==> src/rtl/tdm_in_pkg.sv <==
package tdm_in_pkg;

    // Active per-frame settings; ph is the quarter index 0..3 inside a bit cell
    typedef struct packed {
        logic [2:0] dly;
        logic [1:0] ph;
        logic       narrow;
    } cfg_t;

    localparam cfg_t CFG_RESET = '{dly: 3'd0, ph: 2'd2, narrow: 1'b0};

    // Sampling code to quarter index: 01->0, 10->1, 00->2, 11->3
    function automatic logic [1:0] code_to_phase(input logic [1:0] code);
        logic [1:0] r;
        case (code)
            2'b01:   r = 2'd0;
            2'b10:   r = 2'd1;
            2'b00:   r = 2'd2;
            default: r = 2'd3;
        endcase
        return r;
    endfunction

endpackage

==> src/rtl/tdm_in_cfg.sv <==
module tdm_in_cfg
    import tdm_in_pkg::*;
(
    input  logic       clk,
    input  logic       rst_n,
    input  logic       frame_pulse,
    input  logic [8:4] cfg_word,
    input  logic       narrow_mode,
    output cfg_t       act,
    output logic       err
);

    typedef struct packed {
        cfg_t act;
        logic err;
    } st_t;

    st_t        st_d, st_q;
    logic [1:0] ph_raw;
    logic       forced;

    always_comb begin
        st_d   = st_q;
        ph_raw = code_to_phase(cfg_word[5:4]);
        // narrow mode only keeps odd quarters (1/2 and 4/4)
        forced = narrow_mode && !ph_raw[0];
        if (frame_pulse) begin
            st_d.act.dly    = cfg_word[8:6];
            st_d.act.ph     = forced ? ph_raw + 2'd1 : ph_raw;
            st_d.act.narrow = narrow_mode;
            if (forced) begin
                st_d.err = 1'b1;
            end
        end
    end

    always_ff @(posedge clk) begin
        if (!rst_n) begin
            st_q <= '{act: CFG_RESET, err: 1'b0};
        end else begin
            st_q <= st_d;
        end
    end

    assign act = st_q.act;
    assign err = st_q.err;


    cfg_hold_chk: assert property (@(posedge clk) disable iff (!rst_n)
        !frame_pulse |=> $stable(st_q.act));


    err_sticky_chk: assert property (@(posedge clk) disable iff (!rst_n)
        st_q.err |=> st_q.err);

endmodule

==> src/rtl/tdm_in_timer.sv <==
module tdm_in_timer
    import tdm_in_pkg::*;
(
    input  logic clk,
    input  logic rst_n,
    input  logic frame_pulse,
    input  cfg_t act,
    output logic samp_stb,
    output logic start_stb
);

    typedef struct packed {
        logic [1:0] ph;     // quarter within current bit cell
        logic [2:0] cells;  // whole bit cells elapsed since the pulse
        logic       arm;    // waiting for the delayed boundary
    } st_t;

    st_t st_d, st_q;

    always_comb begin
        samp_stb  = (st_q.ph == act.ph);
        start_stb = st_q.arm && (st_q.ph == 2'd0) && (st_q.cells == act.dly)
                    && !frame_pulse;

        st_d    = st_q;
        st_d.ph = st_q.ph + 2'd1;
        if (st_q.arm && (st_q.ph == 2'd3)) begin
            st_d.cells = st_q.cells + 3'd1;
        end
        if (start_stb) begin
            st_d.arm = 1'b0;
        end
        if (frame_pulse) begin
            st_d.ph    = 2'd0;
            st_d.cells = 3'd0;
            st_d.arm   = 1'b1;
        end
    end

    always_ff @(posedge clk) begin
        if (!rst_n) begin
            st_q <= '{ph: 2'd0, cells: 3'd0, arm: 1'b0};
        end else begin
            st_q <= st_d;
        end
    end


    realign_chk: assert property (@(posedge clk) disable iff (!rst_n)
        frame_pulse |=> (st_q.ph == 2'd0 && st_q.arm));


    narrow_point_chk: assert property (@(posedge clk) disable iff (!rst_n)
        (act.narrow && samp_stb) |-> st_q.ph[0]);

endmodule

==> src/rtl/tdm_in_asm.sv <==
module tdm_in_asm #(
    parameter  int CHANNELS = 32,
    localparam int CW       = (CHANNELS > 1) ? $clog2(CHANNELS) : 1
) (
    input  logic          clk,
    input  logic          rst_n,
    input  logic          frame_pulse,
    input  logic          samp_stb,
    input  logic          start_stb,
    input  logic          ser_in,
    output logic [7:0]    byte_out,
    output logic [CW-1:0] chan_out,
    output logic          byte_valid
);

    localparam logic [CW-1:0] LAST_CH = CW'(CHANNELS - 1);

    typedef struct packed {
        logic [7:0]    shift;
        logic [2:0]    bitpos;
        logic [CW-1:0] chan;
        logic          run;
        logic [7:0]    byte_o;
        logic [CW-1:0] chan_o;
        logic          valid;
    } st_t;

    st_t           st_d, st_q;
    logic [2:0]    bp;
    logic [CW-1:0] ch;
    logic          running;
    logic [7:0]    nsh;

    always_comb begin
        bp      = start_stb ? 3'd7 : st_q.bitpos;
        ch      = start_stb ? '0 : st_q.chan;
        running = start_stb || st_q.run;
        nsh     = {st_q.shift[6:0], ser_in};

        st_d        = st_q;
        st_d.valid  = 1'b0;
        st_d.bitpos = bp;
        st_d.chan   = ch;
        st_d.run    = running;

        if (running && samp_stb) begin
            st_d.shift = nsh;
            if (bp == 3'd0) begin
                st_d.byte_o = nsh;
                st_d.chan_o = ch;
                st_d.valid  = 1'b1;
                st_d.bitpos = 3'd7;
                st_d.chan   = ch + CW'(1);
                if (ch == LAST_CH) begin
                    st_d.run = 1'b0;
                end
            end else begin
                st_d.bitpos = bp - 3'd1;
            end
        end

        if (frame_pulse) begin
            st_d.run    = 1'b0;
            st_d.bitpos = 3'd7;
            st_d.chan   = '0;
            st_d.valid  = 1'b0;
        end
    end

    always_ff @(posedge clk) begin
        if (!rst_n) begin
            st_q <= '{shift: 8'd0, bitpos: 3'd7, chan: '0, run: 1'b0,
                      byte_o: 8'd0, chan_o: '0, valid: 1'b0};
        end else begin
            st_q <= st_d;
        end
    end

    assign byte_out   = st_q.byte_o;
    assign chan_out   = st_q.chan_o;
    assign byte_valid = st_q.valid;


    valid_gap_chk: assert property (@(posedge clk) disable iff (!rst_n)
        st_q.valid |=> !st_q.valid);


    first_byte_chk: assert property (@(posedge clk) disable iff (!rst_n)
        start_stb |=> !st_q.valid);


    pulse_quiet_chk: assert property (@(posedge clk) disable iff (!rst_n)
        frame_pulse |=> !st_q.valid);

endmodule

==> src/rtl/tdm_in_aligner.sv <==
module tdm_in_aligner
    import tdm_in_pkg::*;
#(
    parameter  int CHANNELS = 32,
    localparam int CW       = (CHANNELS > 1) ? $clog2(CHANNELS) : 1
) (
    input  logic          clk,
    input  logic          rst_n,
    input  logic          frame_pulse,
    input  logic          ser_in,
    input  logic          narrow_mode,
    input  logic [8:4]    cfg_word,
    output logic [7:0]    byte_out,
    output logic [CW-1:0] chan_out,
    output logic          byte_valid,
    output logic          samp_err
);

    cfg_t act;
    logic samp_stb;
    logic start_stb;

    tdm_in_cfg u_cfg (
        .clk         (clk),
        .rst_n       (rst_n),
        .frame_pulse (frame_pulse),
        .cfg_word    (cfg_word),
        .narrow_mode (narrow_mode),
        .act         (act),
        .err         (samp_err)
    );

    tdm_in_timer u_timer (
        .clk         (clk),
        .rst_n       (rst_n),
        .frame_pulse (frame_pulse),
        .act         (act),
        .samp_stb    (samp_stb),
        .start_stb   (start_stb)
    );

    tdm_in_asm #(.CHANNELS(CHANNELS)) u_asm (
        .clk         (clk),
        .rst_n       (rst_n),
        .frame_pulse (frame_pulse),
        .samp_stb    (samp_stb),
        .start_stb   (start_stb),
        .ser_in      (ser_in),
        .byte_out    (byte_out),
        .chan_out    (chan_out),
        .byte_valid  (byte_valid)
    );

endmodule

==> config.mk <==
export PLATFORM = sky130hd
export DESIGN_NAME = tdm_in_aligner
export DESIGN_NICKNAME = d
export VERILOG_FILES = /design/src/rtl/tdm_in_pkg.sv /design/src/rtl/tdm_in_cfg.sv /design/src/rtl/tdm_in_timer.sv /design/src/rtl/tdm_in_asm.sv /design/src/rtl/tdm_in_aligner.sv
export SDC_FILE = /design/constraint.sdc
export NUM_CORES = 1
export LEC_CHECK = 0
export BUFFER_PORTS_ARGS = -buffer_cell sky130_fd_sc_hd__buf_2
export CELL_PAD_IN_SITES_DETAIL_PLACEMENT = 1
export CELL_PAD_IN_SITES_GLOBAL_PLACEMENT = 1
export CORE_ASPECT_RATIO = 2
export CORE_MARGIN = 5
export CORE_UTILIZATION = 35
export DETAILED_ROUTE_END_ITERATION = 12
export PLACE_DENSITY_LB_ADDON = 0.1
export SLEW_MARGIN = 40
export SYNTH_ARGS = -nofsm -noshare
export SYNTH_HDL_FRONTEND = slang
export SYNTH_SLANG_ARGS = --single-unit
==> constraint.sdc <==
create_clock -name clk -period 6.8 [get_ports clk]
set_input_delay 2.04 -clock clk [delete_from_list [all_inputs] [get_ports clk]]
set_output_delay 2.04 -clock clk [all_outputs]
set_load 0.005 [all_outputs]
==> results of run 1 <==
==> final timing paths <==
| path | from | to | slack [ns] | cells after the start |
|---|---|---|---|---|
| setup / recovery | frame_pulse | u_asm.chan_out[0] | 2.67 | 10 |
| hold / removal | u_asm.byte_out[2] | u_asm.byte_out[2] | 0.46 | 2 |
| setup reg to reg | u_timer.st_q[4] | u_asm.chan_out[0] | 4.06 | 11 |
| hold reg to reg | u_asm.byte_out[2] | u_asm.byte_out[2] | 0.46 | 2 |
==> layer usage <==
| metal | track usage, % | part of all wire [%] |
|---|---|---|
| met1 | 12.3 | 37 |
| met2 | 25.4 | 58 |
| met3 | 2.42 | 2.5 |
| met4 | 5.95 | 1.8 |
| met5 | 0 | 0 |
==> sequential cells by signal (all words and copies together), names as in the netlist <==
name,cells
u_asm.byte_valid,1
u_cfg.act,5
u_asm.chan_out,5
u_timer.st_q,6
u_asm.nsh,7
u_asm.byte_out,8
u_asm.st_q,9
u_cfg.err,1
==> final cells by class <==
type / instances / area, µm² / share of cell area, %
multi-input cells: 136 / 946 / 45.1
flip-flops and latches: 42 / 841 / 40.1
repair buffers: 25 / 128 / 6.09
clock buffers: 7 / 86.3 / 4.12
well taps: 60 / 75.1 / 3.58
inverters: 4 / 15.0 / 0.716
clock inverters: 1 / 5.00 / 0.239
==> critical path, stage by stage <==
cell,delay [ns]
buf_2,0.24
nand3b_1,0.22
nor4_1,0.08
buf_4,0.19
nor2_1,0.11
ha_1,0.17
ha_1,0.16
nand3_1,0.23
nor2_2,0.64
o21ai_0,0.20
==> cells in the mapped netlist, types with 3 or more instances <==
master    instances  area, µm²
dfxtp_1          42        841
nand2_1          25       93.8
mux2i_1          19        190
buf_4            13       97.6
o21ai_0          10       50.1
ha_1              9        113
nor2_1            9       33.8
a21oi_1           8       40.0
clkbuf_1          7       26.3
nand3_1           6       30.0
nand4_1           5       31.3
xnor2_1           5       43.8
xor2_1            5       43.8
inv_1             4       15.0
nor2b_1           4       25.0
a41o_1            3       30.0
buf_6             3       33.8
nor3_1            3       15.0
o41a_1            3       33.8
or3_1             3       18.8
==> kinds of logic after synthesis <==
group / Yosys count
compound gates: 34
xor+xnor: 10
fa+ha+maj: 9
buf+inv: 28
flops: 42
mux: 20
simple gates: 63
==> stage by stage <==
stage | cell area, µm² | instances | power (W) | utilization, %
after floorplan | 1960 | 206 | 0.000279 | -
after global placement | 2000 | 267 | 0.000286 | 36.9
after detailed placement | 2000 | 267 | 0.000287 | 37.0
after CTS | 2100 | 275 | 0.000458 | 38.7
after global routing | 2100 | 275 | 0.000472 | 38.7
final | 2100 | 275 | 0.000449 | 38.7
==> power by group through the flow <==
stage / clock [W] / sequential (W) / combinational [W]
global route: 0.000187 / 0.000254 / 0.0000315
CTS: 0.000176 / 0.000253 / 0.0000287
floorplan: 0 / 0.000258 / 0.0000208
finish: 0.000168 / 0.000253 / 0.0000280
global placement: 0 / 0.000259 / 0.0000275
detailed placement: 0 / 0.000259 / 0.0000284
==> summary.md, run 1 <==
| Metric | Value |
|---|---|
| Max-cap violations | 0 |
| Drt drc | 0 |
| Commonest non-fill, non-tap cell in the layout | dfxtp_1 |
| Critical path type | in -> reg |
| Port Buffers | 24 |
| Vias in the first global route | 1592 |
| Final Hold Viols | 0 |
| Slew @ Worst Pin | ~0.70 ns |
| Synthesized Nets | between 200 and 250 |
| Largest family of logic cells by synthesized area | simple AND/OR/NAND/NOR gates |
| Syn Area/Cell | between 9 and 10 µm² |
| Final Routed Wirelength | about 4400 µm |
| Final count of negative-setup-slack endpoints | 0 |
| Power share of the clock group | approximately 38% |
| Synth cell types | 36 |
| Largest net degree at the start of global routing | 36 |
| Max transition margin | 53.4% |
| Depth of the CTS H-tree | 2 |
| Gr usage total | about 13% |
| Compound-Gate Fraction of Synth Area | between 10% and 20% |
| Placement Setup Slack | 2.32 ns |
| Reg power frac | 56.3% |
| Layout cells sized above 1 | between 15 and 20% |
| CTS Root Cell | clkbuf_8 |
| Arrival time at the worst endpoint | about 4.3 ns |
| RSZ-0062 raised after global routing | no |
| WL/cell | roughly 16 µm |
| Sink Count | 42 |
| Core area | 5420 µm² |
| Outcome | finished, final reports clean |
| Die span in y | ~120 µm |
| Routed via count | between 1000 and 1500 |
| Grt ovf | 0 |
| Post-synth EDFFs | 0 |
| Leakage power | ~0.86 nW |
| Tcrit/Tclk final | around 61% |
| Crit path time final | about 4.1 ns |
| I/O Pins | 25 |
| XOR/XNOR Fraction of Synth Area | about 4.5% |
| Hold buffers post-CTS | 0 |
| TritonCTS buffer count | 5 |
| Cell Pwr Density | 214 nW/µm² |
| Die W | ~63 µm |
| Most used DFF post-synth | dfxtp_1 |
| Diodes inserted | 0 |
| Most frequent cells in the layout | dfxtp_1 (42), nand2_1 (25), buf_2 (24) |
| Final Worst Setup Slack | 2.67 ns |
| Vias per cell | 5.34 |
| Sw Share | a little under a quarter |
| Maximum VDD drop | between 0.0001 and 0.00015 V |
| Reg clk slew, reported paths | around 0.080 ns |
| Adder-cell share of the synthesized area | between 5 and 6% |
| CP Capture Type | flop |
| Area Overhead vs Synth | 6.82% |
| First-pass DRT Iterations | 4 |
| Startpoint types | input port |
| CTS tree | built |
| Hold Path Class | reg -> reg |
| Internal power | between 0.0003 and 0.0004 W |
| Cts repair resizes | 0 |
| CP required | 6.95 ns |
| Max Fclk | 242 MHz |
| Synth Area in Simple Gates | around 15% |
| Mux contribution to synthesized area | 10.5% |
| Detailed Place HPWL | between 3000 and 4000 µm |
| Sw power | 0.000107 W |
| Max clock buf depth | 2 |
| Setup tns final | 0 ns |
| Clock Latency Late Sink | ~0.29 ns |
| Initial antenna violation count | 0 |
| Gate power share | about 6.2% |
| Placer Congestion | about 0.77 |
| Cells after synthesis | 206 |
| Initial Utilization | a little over a third |
| YS warnings | 0 |
| Iter 0 DRT Violations | 31 |
| Post-synthesis register bit count | 42 |
| Mapped Area | just under 2000 µm² |
| Die Area | 7290 µm² |
| Clock skew | between 0.005 and 0.006 ns |
| Pins Over Slew Limit | 0 |
| First-pass GRT wire length | 7430 µm |
| Hold Slack | 0.464 ns |
| Antenna-violating nets left | 0 |
| Post-CTS Setup Bufs | 0 |
| Largest fanout on the critical path | 13 |
| Num rows | 38 |
| Nets@finish | around 230 |
| Post-synthesis async set-or-reset flop share | 0% |
| Layout fillers | around 670 |
| Sequential area share after synthesis | approximately 43% |
Power figures use the tool's default switching activity.
==> run 2: changes to the inputs <==
Clock period 6.8 ns to 4.22 ns, I/O delays scaled along.
==> summary.md, run 2 (synthesized netlist as in run 1, its figures left out) <==
| Metric | Value |
|---|---|
| Hold Slack | 0.462 ns (was 0.464 ns) |
| Worst path bufs/invs | 3 (was 2) |
| Pins Over Slew Limit | 0 (unchanged) |
| Max Fclk | 306 MHz |
| Max FFs per register | 9 (unchanged) |
| Layout fillers | 645 (was 673) |
| Reg2reg setup slack | 1.64 ns (was 4.06 ns) |
| Area Overhead vs Synth | 6.70% (was 6.82%) |
| Cts repair resizes | 0 (unchanged) |
| Largest fanout on the critical path | 13 (unchanged) |
| Port Buffers | 24 (unchanged) |
| Crit. Startpoint | frame_pulse (unchanged) |
| Maximum VDD drop | 0.000225 V (was 0.000144 V) |
| Iter 0 DRT Violations | 32 (was 31) |
| Slew @ Worst Pin | 0.571 ns (was 0.698 ns) |
| Util after Layout | 38.6% (was 38.7%) |
| Largest Register | u_asm.st_q (unchanged) |
| Drt drc | 0 (unchanged) |
| Final Routed Wirelength | 4670 µm (was 4430 µm) |
| Clock skew | 0.00329 ns (was 0.00538 ns) |
| RSZ-0062 raised after global routing | no (unchanged) |
| Cells along the critical path | buf_2 > nand3b_1 > nor4_1 > buf_4 > nor2_1 > ha_1 > nand3_1 > nor2_1 > buf_4 > a41o_1 (was buf_2 > nand3b_1 > nor4_1 > buf_4 > nor2_1 > ha_1 > ha_1 > nand3_1 > nor2_2 > o21ai_0) |
| CTS tree | built (unchanged) |
| First-pass GRT wire length | 7940 µm (was 7430 µm) |
| Sw Share | 23.6% (was 23.9%) |
| CP Capture Type | flop (unchanged) |
| CTS Root Cell | clkbuf_8 (unchanged) |
| Gate power share | 6.6% (was 6.2%) |
| Layout cells sized above 1 | 15.7% (was 16.3%) |
| Initial Utilization | 36.2% (unchanged) |
| Detailed Place HPWL | 3560 µm (was 3340 µm) |
| Nets@finish | 235 (was 233) |
| Max incr delay on CP | 0.48 ns (was 0.64 ns) |
| Cell area after layout | 2090 µm² (was 2100 µm²) |
| Die W | 62.9 µm (unchanged) |
| Crit path time final | between 3 and 4 ns |
| Core area | 5420 µm² (unchanged) |
| Hold buffers post-CTS | 0 (unchanged) |
| Post-CTS Setup Bufs | 0 (unchanged) |
| First-pass DRT Iterations | 4 (unchanged) |
| Commonest non-fill, non-tap cell in the layout | dfxtp_1 (unchanged) |
| Tcrit/Tclk final | between 70 and 80% |
| Cell Pwr Density | 334 nW/µm² (was 214 nW/µm²) |
| Gr usage total | 14.0% (was 12.8%) |
| Final count of negative-setup-slack endpoints | 0 (unchanged) |
| Max transition margin | 62.0% (was 53.4%) |
| Reg2reg start | u_timer.st_q[4] (unchanged) |
| Antenna-violating nets left | 0 (unchanged) |
| Sink Count | 42 (unchanged) |
| Critical path type | in -> reg (unchanged) |
| Final Worst Setup Slack | 0.951 ns (was 2.67 ns) |
| Slowest stage cell, crit path | nor4_1 (was nor2_2) |
| Sw power | 0.000165 W (was 0.000107 W) |
| Reg clk slew, reported paths | 0.07 ns (was 0.08 ns) |
| Hold_sp | u_asm.byte_out[7] (was u_asm.byte_out[2]) |
| Arrival time at the worst endpoint | 3.46 ns (was 4.28 ns) |
| Die Area | 7290 µm² (unchanged) |
| Vias in the first global route | 1701 (was 1592) |
| Diodes inserted | 0 (unchanged) |
| WL/cell | 16.9 µm (was 16.1 µm) |
| Placer Congestion | 0.866 (was 0.768) |
| Largest net degree at the start of global routing | 35 (was 36) |
| Initial antenna violation count | 0 (unchanged) |
| Outcome | finished, final reports clean (unchanged) |
| Hold Path Class | reg -> reg (unchanged) |
| Reg power frac | 58.4% (was 56.3%) |
| Startpoint types | input port (unchanged) |
| Final Hold Viols | 0 (unchanged) |
| Leakage power | 0.856 nW (was 0.855 nW) |
| I/O Pins | 25 (unchanged) |
| Most frequent cells in the layout | dfxtp_1 (42), nand2_1 (25), buf_2 (24) (unchanged) |
| Depth of the CTS H-tree | 2 (unchanged) |
| Die span in y | 116 µm (unchanged) |
| TritonCTS buffer count | 5 (unchanged) |
| Max clock buf depth | 2 (unchanged) |
| Num rows | 38 (unchanged) |
| Placement Setup Slack | 0.623 ns (was 2.32 ns) |
| Setup tns final | 0 ns (unchanged) |
| Power share of the clock group | 35.0% (was 37.5%) |
| Internal power | 0.000533 W (was 0.000342 W) |
| Routed via count | 1493 (was 1469) |
| Clock Latency Late Sink | 0.29 ns (about the same) |
| Max-cap violations | 0 (unchanged) |
| Area after DPL | 2020 µm² (was 2000 µm²) |
| Grt ovf | 0 (unchanged) |
| CP required | 4.41 ns (was 6.95 ns) |
| Cell family with most CP delay | simple AND/OR/NAND/NOR gates (unchanged) |
| Vias per cell | 5.41 (was 5.34) |
[run 2: area by class of cell]
| cell class | count | area (µm²) | share of cell area, % |
|---|---|---|---|
| timing repair buffer | 27 | 143 | 6.81 |
| multi-input combinational | 136 | 943 | 45.1 |
| inverter | 4 | 15.0 | 0.717 |
| sequential | 42 | 841 | 40.2 |
| clock buffer | 7 | 76.3 | 3.65 |
| tap | 60 | 75.1 | 3.59 |
[run 2: power groups by stage]
stage	registers, W	clock network, W	logic (W)
floorplan	0.000416	0	0.0000334
global placement	0.000417	0	0.0000452
detailed placement	0.000417	0	0.0000465
CTS	0.000408	0.000257	0.0000468
global route	0.000409	0.000273	0.0000527
finish	0.000408	0.000244	0.0000461
[run 2: final timing paths]
| check | end | cells after the start |
|---|---|---|
| worst max-delay path | u_asm.chan_out[3] | 10 |
| worst min-delay path | u_asm.byte_out[7] | 2 |
| worst max register to register | u_asm.chan_out[3] | 11 |
| worst min register to register | u_asm.byte_out[7] | 2 |
[run 2: stage by stage]
| stage | instances | power [W] |
|---|---|---|
| after floorplan | 206 | 0.000449 |
| after global placement | 269 | 0.000462 |
| after detailed placement | 269 | 0.000464 |
| after CTS | 276 | 0.000712 |
| after global routing | 276 | 0.000734 |
| final | 276 | 0.000699 |
[run 2: routing by layer]
metal	vias to the layer above	global-route usage (%)	wire length (µm)
li1	725	-	-
met1	727	12.5	1690
met2	28	26.7	2630
met3	13	3.59	154
met4	0	9.21	197
met5	-	0	0
[run 2: worst reg2reg max path: cells and delay by family, from the launching register on]
family                   cells  cell delay (ns)
AND/OR/NAND/NOR              5             0.95
buffers and inverters        3             0.54
adder cells (fa/ha/maj)      2             0.38
flip-flops                   1             0.35
AO/OA/AOI/OAI                1             0.26
